[src/rtl/warp_sched_pkg.sv]
package warp_sched_pkg;

  // Width of an index able to address n items; never below one bit.
  function automatic int idx_width(input int n);
    return (n > 1) ? $clog2(n) : 1;
  endfunction

endpackage

[src/rtl/warp_ctx_table.sv]
module warp_ctx_table
  import warp_sched_pkg::*;
#(
  parameter int NUM_WARPS = 24,
  parameter int WARP_SIZE = 32,
  parameter int WID_W     = idx_width(NUM_WARPS)
) (
  input  logic                 clk,
  input  logic                 rst,
  input  logic                 launch_valid,
  input  logic [WID_W-1:0]     launch_id,
  input  logic [WARP_SIZE-1:0] launch_mask,
  input  logic                 retire_valid,
  input  logic [WID_W-1:0]     retire_id,
  input  logic [WID_W-1:0]     rd_id,
  output logic [WARP_SIZE-1:0] rd_mask,
  output logic [NUM_WARPS-1:0] ctx_valid
);

  localparam logic [WID_W-1:0] LAST_ID = WID_W'(NUM_WARPS - 1);

  // Mask store: one write port, no reset, so it maps onto distributed RAM.
  logic [WARP_SIZE-1:0] mask_mem [NUM_WARPS];

  logic launch_ok;
  logic retire_ok;
  assign launch_ok = launch_valid && (launch_id <= LAST_ID);
  assign retire_ok = retire_valid && (retire_id <= LAST_ID);

  always_ff @(posedge clk) begin
    if (launch_ok) mask_mem[launch_id] <= launch_mask;
  end

  // Read returns the stored value; a write in the same cycle shows next cycle.
  assign rd_mask = mask_mem[rd_id];

  for (genvar w = 0; w < NUM_WARPS; w++) begin : g_slot
    logic hit_launch;
    logic hit_retire;
    assign hit_launch = launch_ok && (launch_id == WID_W'(w));
    assign hit_retire = retire_ok && (retire_id == WID_W'(w));
    always_ff @(posedge clk) begin
      if (rst)             ctx_valid[w] <= 1'b0;
      else if (hit_launch) ctx_valid[w] <= 1'b1;   // launch beats retire
      else if (hit_retire) ctx_valid[w] <= 1'b0;
    end
  end

  // a launch makes the slot resident and holds its mask next cycle.
  p_launch_sets_r8: assert property (@(posedge clk) disable iff (rst)
    launch_ok |=> ctx_valid[$past(launch_id)]
                  && (mask_mem[$past(launch_id)] == $past(launch_mask)));

  // a retire without a colliding launch empties the slot.
  p_retire_clears_r9: assert property (@(posedge clk) disable iff (rst)
    (retire_ok && !(launch_ok && launch_id == retire_id))
      |=> !ctx_valid[$past(retire_id)]);

endmodule

[src/rtl/warp_rr_picker.sv]
module warp_rr_picker
  import warp_sched_pkg::*;
#(
  parameter int NUM_WARPS = 24,
  parameter int WID_W     = idx_width(NUM_WARPS)
) (
  input  logic                 clk,
  input  logic                 rst,
  input  logic [NUM_WARPS-1:0] elig,
  input  logic                 take,
  output logic [WID_W-1:0]     grant,
  output logic                 grant_valid
);

  localparam logic [WID_W-1:0] LAST_ID = WID_W'(NUM_WARPS - 1);

  logic [WID_W-1:0] ptr;

  // Scan upward from ptr with wrap-around; the first eligible slot wins.
  always_comb begin
    int idx;
    grant_valid = 1'b0;
    grant       = '0;
    for (int i = 0; i < NUM_WARPS; i++) begin
      idx = int'(ptr) + i;
      if (idx >= NUM_WARPS) idx = idx - NUM_WARPS;
      if (!grant_valid && elig[idx]) begin
        grant_valid = 1'b1;
        grant       = WID_W'(idx);
      end
    end
  end

  always_ff @(posedge clk) begin
    if (rst)       ptr <= '0;
    else if (take) ptr <= (grant == LAST_ID) ? '0 : grant + 1'b1;
  end

  // only an eligible slot is ever offered.
  p_grant_elig_r7: assert property (@(posedge clk) disable iff (rst)
    grant_valid |-> elig[grant]);

  // with nothing eligible, nothing is offered.
  p_grant_none_r7: assert property (@(posedge clk) disable iff (rst)
    (elig == '0) |-> !grant_valid);

  // the search pointer stays within the slot range.
  p_ptr_range_r6: assert property (@(posedge clk) disable iff (rst)
    ptr <= LAST_ID);

endmodule

[src/rtl/warp_issue_seq.sv]
module warp_issue_seq
  import warp_sched_pkg::*;
#(
  parameter int WARP_SIZE = 32,
  parameter int NUM_LANES = 8,
  parameter int WID_W     = 5,
  parameter int GROUPS    = WARP_SIZE / NUM_LANES,
  parameter int GRP_W     = idx_width(GROUPS)
) (
  input  logic                 clk,
  input  logic                 rst,
  input  logic                 grant_valid,
  input  logic [WID_W-1:0]     grant,
  input  logic [WARP_SIZE-1:0] sel_mask,
  output logic                 take,
  output logic                 issue_valid,
  output logic [WID_W-1:0]     issue_warp,
  output logic [GRP_W-1:0]     issue_group,
  output logic [NUM_LANES-1:0] lane_en,
  output logic                 issue_last
);

  localparam logic [GRP_W-1:0] LAST_GRP  = GRP_W'(GROUPS - 1);
  localparam bit               ONE_GROUP = (GROUPS == 1);

  logic [WARP_SIZE-1:0] cur_mask;
  logic [GRP_W-1:0]     next_grp;

  // A choice is made when idle or while the final group is on the outputs.
  assign take     = grant_valid && (!issue_valid || issue_last);
  assign next_grp = issue_group + 1'b1;

  always_ff @(posedge clk) begin
    if (rst) begin
      issue_valid <= 1'b0;
      issue_warp  <= '0;
      issue_group <= '0;
      lane_en     <= '0;
      issue_last  <= 1'b0;
      cur_mask    <= '0;
    end else if (take) begin
      issue_valid <= 1'b1;
      issue_warp  <= grant;
      issue_group <= '0;
      cur_mask    <= sel_mask;
      lane_en     <= sel_mask[NUM_LANES-1:0];
      issue_last  <= ONE_GROUP;
    end else if (issue_valid && !issue_last) begin
      issue_group <= next_grp;
      lane_en     <= cur_mask[next_grp*NUM_LANES +: NUM_LANES];
      issue_last  <= (next_grp == LAST_GRP);
    end else begin
      issue_valid <= 1'b0;
      issue_group <= '0;
      lane_en     <= '0;
      issue_last  <= 1'b0;
    end
  end

  // the last-cycle marker coincides with the final group.
  p_last_grp_r2: assert property (@(posedge clk) disable iff (rst)
    issue_last |-> issue_valid && (issue_group == LAST_GRP));

  // inside an instruction the group steps by one on the same warp.
  p_step_r2: assert property (@(posedge clk) disable iff (rst)
    (issue_valid && !issue_last)
      |=> issue_valid && (issue_group == GRP_W'($past(issue_group) + 1'b1))
          && (issue_warp == $past(issue_warp)));

  // an eligible warp at the final group starts with no idle cycle.
  p_no_bubble_r5: assert property (@(posedge clk) disable iff (rst)
    (issue_valid && issue_last && grant_valid)
      |=> issue_valid && (issue_group == '0));

  // lanes are quiet whenever nothing issues.
  p_idle_lanes_r7: assert property (@(posedge clk) disable iff (rst)
    !issue_valid |-> (lane_en == '0) && !issue_last);

endmodule

[src/rtl/warp_issue_sched.sv]
module warp_issue_sched
  import warp_sched_pkg::*;
#(
  parameter int NUM_WARPS = 24,
  parameter int WARP_SIZE = 32,
  parameter int NUM_LANES = 8,
  parameter int GROUPS    = WARP_SIZE / NUM_LANES,
  parameter int WID_W     = idx_width(NUM_WARPS),
  parameter int GRP_W     = idx_width(GROUPS)
) (
  input  logic                 clk,
  input  logic                 rst,
  input  logic [NUM_WARPS-1:0] ready,
  input  logic                 launch_valid,
  input  logic [WID_W-1:0]     launch_id,
  input  logic [WARP_SIZE-1:0] launch_mask,
  input  logic                 retire_valid,
  input  logic [WID_W-1:0]     retire_id,
  output logic                 issue_valid,
  output logic [WID_W-1:0]     issue_warp,
  output logic [GRP_W-1:0]     issue_group,
  output logic [NUM_LANES-1:0] lane_en,
  output logic                 issue_last
);

  logic [NUM_WARPS-1:0] ctx_valid;
  logic [NUM_WARPS-1:0] elig;
  logic [WID_W-1:0]     grant;
  logic                 grant_valid;
  logic                 take;
  logic [WARP_SIZE-1:0] sel_mask;

  assign elig = ctx_valid & ready;

  warp_ctx_table #(
    .NUM_WARPS (NUM_WARPS),
    .WARP_SIZE (WARP_SIZE),
    .WID_W     (WID_W)
  ) u_ctx (
    .clk          (clk),
    .rst          (rst),
    .launch_valid (launch_valid),
    .launch_id    (launch_id),
    .launch_mask  (launch_mask),
    .retire_valid (retire_valid),
    .retire_id    (retire_id),
    .rd_id        (grant),
    .rd_mask      (sel_mask),
    .ctx_valid    (ctx_valid)
  );

  warp_rr_picker #(
    .NUM_WARPS (NUM_WARPS),
    .WID_W     (WID_W)
  ) u_pick (
    .clk         (clk),
    .rst         (rst),
    .elig        (elig),
    .take        (take),
    .grant       (grant),
    .grant_valid (grant_valid)
  );

  warp_issue_seq #(
    .WARP_SIZE (WARP_SIZE),
    .NUM_LANES (NUM_LANES),
    .WID_W     (WID_W),
    .GROUPS    (GROUPS),
    .GRP_W     (GRP_W)
  ) u_seq (
    .clk         (clk),
    .rst         (rst),
    .grant_valid (grant_valid),
    .grant       (grant),
    .sel_mask    (sel_mask),
    .take        (take),
    .issue_valid (issue_valid),
    .issue_warp  (issue_warp),
    .issue_group (issue_group),
    .lane_en     (lane_en),
    .issue_last  (issue_last)
  );

  // an issued warp was resident when it was chosen.
  p_take_resident_r7: assert property (@(posedge clk) disable iff (rst)
    take |-> ctx_valid[grant] && ready[grant]);

endmodule

[config.mk]
export PLATFORM = sky130hd
export DESIGN_NAME = warp_issue_sched
export DESIGN_NICKNAME = d
export VERILOG_FILES = /design/src/rtl/warp_sched_pkg.sv /design/src/rtl/warp_ctx_table.sv /design/src/rtl/warp_rr_picker.sv /design/src/rtl/warp_issue_seq.sv /design/src/rtl/warp_issue_sched.sv
export SDC_FILE = /design/constraint.sdc
export NUM_CORES = 1
export LEC_CHECK = 0
export BUFFER_PORTS_ARGS = -buffer_cell sky130_fd_sc_hd__buf_4
export CAP_MARGIN = 40
export CELL_PAD_IN_SITES_DETAIL_PLACEMENT = 1
export CELL_PAD_IN_SITES_GLOBAL_PLACEMENT = 2
export CORE_MARGIN = 10
export CORE_UTILIZATION = 43
export DETAILED_ROUTE_END_ITERATION = 6
export PLACE_DENSITY_LB_ADDON = 0.15
export SLEW_MARGIN = 20
export SYNTH_ARGS = -nofsm -noshare
export SYNTH_HDL_FRONTEND = slang
export SYNTH_SLANG_ARGS = --single-unit
[constraint.sdc]
create_clock -name clk -period 6.6 [get_ports clk]
set_input_delay 0.33 -clock clk [delete_from_list [all_inputs] [get_ports clk]]
set_output_delay 0.33 -clock clk [all_outputs]
set_load 0.02 [all_outputs]
==> results.cfg <==
[run_status]
outcome = completed

[detailed_routing]
avgViaCountPerCell = 6.183
wl_per_cell_um = 29.70
drc = 0
drt_wl_total_um = 143800
drtIter0Drc = 2666
drt_pass1_iterations = 6
vias = 29939
ant_nets = 0

[cts]
ctsHtreeMaxLevel = 3
cts_sinks = 846
cts_made_buffers = 91
clockBufferDepth = 3
clk_root_buffer_cell = clkbuf_16
clkTransAtPathRegs_ns = 0.06
cts_tree = built
cts_setup_buffers = 0
clkLatencyLatePin_ns = 0.69

[floorplan]
row_count = 111
core_area_um2 = 91390
die_h_um = 322.9
pin_count = 87
die_x_um = 322.9
die_area_um2 = 104300
start_util_pct = 43.17

[sta]
rsz0062_at_grt = yes
worstMarginPinSlew_ns = 0.9550
worst_clock_skew_ns = 0.03043
finalCritPeriodShare_pct = 95.56
relSlewSlack_pct = 36.33
final_hold_viol_count = 0
timing.fmax_mhz = 158.5
final_max_slew_viol_count = 0
setup_viol = 0
setup_ws_ns = 0.2927
min_period_ns = 6.307

[synthesis]
synth-xor-area-share_pct = 0.5836
ys_types = 110
synth.area.mux_share_pct = 4.434
synth_area_per_cell_um2 = 11.50
synthAdderAreaFrac_pct = 1.300
synth_sequential_area_ratio_pct = 62.41
yosysWarnings = 0
synth_seq_cells = 846
synthCells = 3432
synth_top_family_by_area = compound AO/OA/AOI/OAI gates
syn_area_um2 = 39450
synth_edf_count = 768
synth_ff_type = edfxtp_1
ys_async_sr_fraction_pct = 0
synth_nets = 3543
synth_compound_area_share_pct = 14.25
yosys.area_share.simple_pct = 13.61

[cells_and_area]
seq_area_um2 = 24630
area_delta_synth_final_pct = 14.73
final_nets = 3692
final_common_cell = nand2_1
multiInputGateArea_um2 = 13530
layout_common_cells = 782 x nand2_1, 768 x edfxtp_1, 413 x a21oi_1
num-fill-cells = 9544
drive_gt1_share_pct = 13.66

[setup_path]
crit_arrival_ns = 6.84
r2r_slack_ns = 0.29
crit_required_ns = 7.14
worstRegToRegCells = 20
worstSetupPathType = flop to flop
endpoint = u_pick.ptr[2]
crit_slowest_cell = nor3_1
cp-start-kind = flop
cp_num_cells = 20
path_cells = inv_2, ha_1, buf_12, xnor2_2, buf_4, o2111ai_1, nand4_1, and3b_1, o21ai_1, nand3_1, nor3_1, a311o_1, a21oi_1, a21o_4, inv_8, buf_12, ha_1, nor2_1, nand3b_1, a21oi_1
critPathLaunch = u_pick.ptr[1]
r2r_end = u_pick.ptr[2]
critPathBufInv = 5
cp-end-kind = flop
critPathMaxFanout = 49
slowest_delay_ns = 0.66
r2r-start = u_pick.ptr[1]
crit_family = simple AND/OR/NAND/NOR gates

[placed_design]
place.gp.congestion = 0.9059
port_buffers = 86
place_hpwl_um = 88700
dpl_worst_slack_ns = 0.1955

[grt]
grt_overflow_total = 0
grt_use_total_pct = 26.94
grt_first_pass_wirelength_um = 208300
grt_max_degree = 114
antenna_found_initial = 1
grt_pass1_vias = 30618

[min_path]
min_path_cells = 1
hp-class = primary input to flop

[job]
drv_cap = 0
-- stage by stage --
step | std cells | cell area, um^2 | utilization, % | TNS [ns] | hold WS [ns]
after floorplan | 3432 | 39450 | - | 0 | 0.4150
after global placement | 4636 | 41940 | 45.90 | 0 | 0.4531
after detailed placement | 4645 | 42130 | 46.11 | 0 | 0.4632
after CTS | 4838 | 45190 | 49.45 | 0 | 0.004250
after global routing | 4841 | 45260 | 49.53 | -0.01622 | 0.02921
final | 4842 | 45260 | 49.53 | 0 | 0.05663
-- how the worst min path moves through the flow --
stage | startpoint | endpoint | slack [ns]
2_1_floorplan | u_seq.cur_mask[19] | u_seq.cur_mask[19] | 0.41
3_3_place_gp | u_seq.cur_mask[28] | u_seq.cur_mask[28] | 0.45
3_5_place_dp | u_seq.issue_warp[0] | u_seq.issue_warp[0] | 0.46
4_1_cts | launch_mask[7] | u_ctx.mask_mem[20][7] | 0.004
5_1_grt | launch_mask[12] | u_ctx.mask_mem[11][12] | 0.03
6_report | launch_mask[12] | u_ctx.mask_mem[11][12] | 0.06
-- registers in the layout, summed over array words and instances, names as in the netlist --
name and cells:
u_seq.cur_mask 32, u_seq.issue_group 2, u_seq.issue_warp 5, u_seq.issue_valid 1, u_ctx.ctx_valid 24, u_ctx.mask_mem 768, u_pick.ptr 5, u_seq.issue_last 1
u_seq.lane_en 8
-- kinds of logic (layout without fill, tap and decap cells) --
group                    after synthesis  in the layout
AND/OR/NAND/NOR                     1202           1202
AO/OA/AOI/OAI                        907            907
flip-flops                           846            846
buffers and inverters                270            492
multiplexers                         144            144
adder cells (fa/ha/maj)               41             41
XOR/XNOR                              22             22
other                                  0              2
-- cells in the mapped netlist (9+ instances only) --
cell type,number,area (um^2)
nand2_1,782,2935
edfxtp_1,768,23060
a21oi_1,413,2067
o21ai_0,159,795.8
nand3_1,125,625.6
mux2i_1,106,1061
buf_2,104,520.5
dfxtp_1,78,1562
nor2_1,68,255.2
o21ai_1,60,300.3
clkbuf_1,57,214.0
inv_1,53,198.9
nand4_1,49,306.5
ha_1,41,513.0
nor2b_1,30,187.7
a2111o_1,24,270.3
buf_4,23,172.7
o2111ai_1,23,201.4
a32oi_1,22,192.7
mux4_2,22,495.5
nand2b_1,21,131.4
a211oi_1,20,150.1
and2_1,20,125.1
nand3b_1,18,135.1
a31oi_1,17,106.4
and3_1,17,106.4
buf_6,15,168.9
xnor2_1,15,131.4
a21o_1,14,105.1
nor3_1,14,70.07
mux2_2,12,135.1
o211ai_1,12,90.09
a22o_1,10,87.58
a211o_1,9,78.83
inv_2,9,33.78
o221ai_1,9,78.83
-- metal layers --
layer  vias up  GRT usage [%]  part of all wire [%]
met1     15667          37.11                    44
met4         0          8.308                   2.9
li1      13065              -                     -
met2       964          44.22                    47
met5         -              0                     0
met3       243          3.286                   5.7
-- repair_timing --
action,in CTS,in global routing
hold buffers,27,0
endpoints found under the setup margin,0,44
resized for setup,0,5
endpoints found under the hold margin,460,0
-- final cells by class --
type	instances	area share [%]
multi-input combinational	2316	29.89
clock buffer	126	5.501
tap	1186	3.278
clock inverter	40	0.6524
timing repair buffer	262	5.700
antenna	2	0.01106
inverter	64	0.5639
sequential	846	54.41
Power is left out: the tool's default activity adds up to more than one toggle a clock period on the data nets, which glitch-free logic cannot reach.
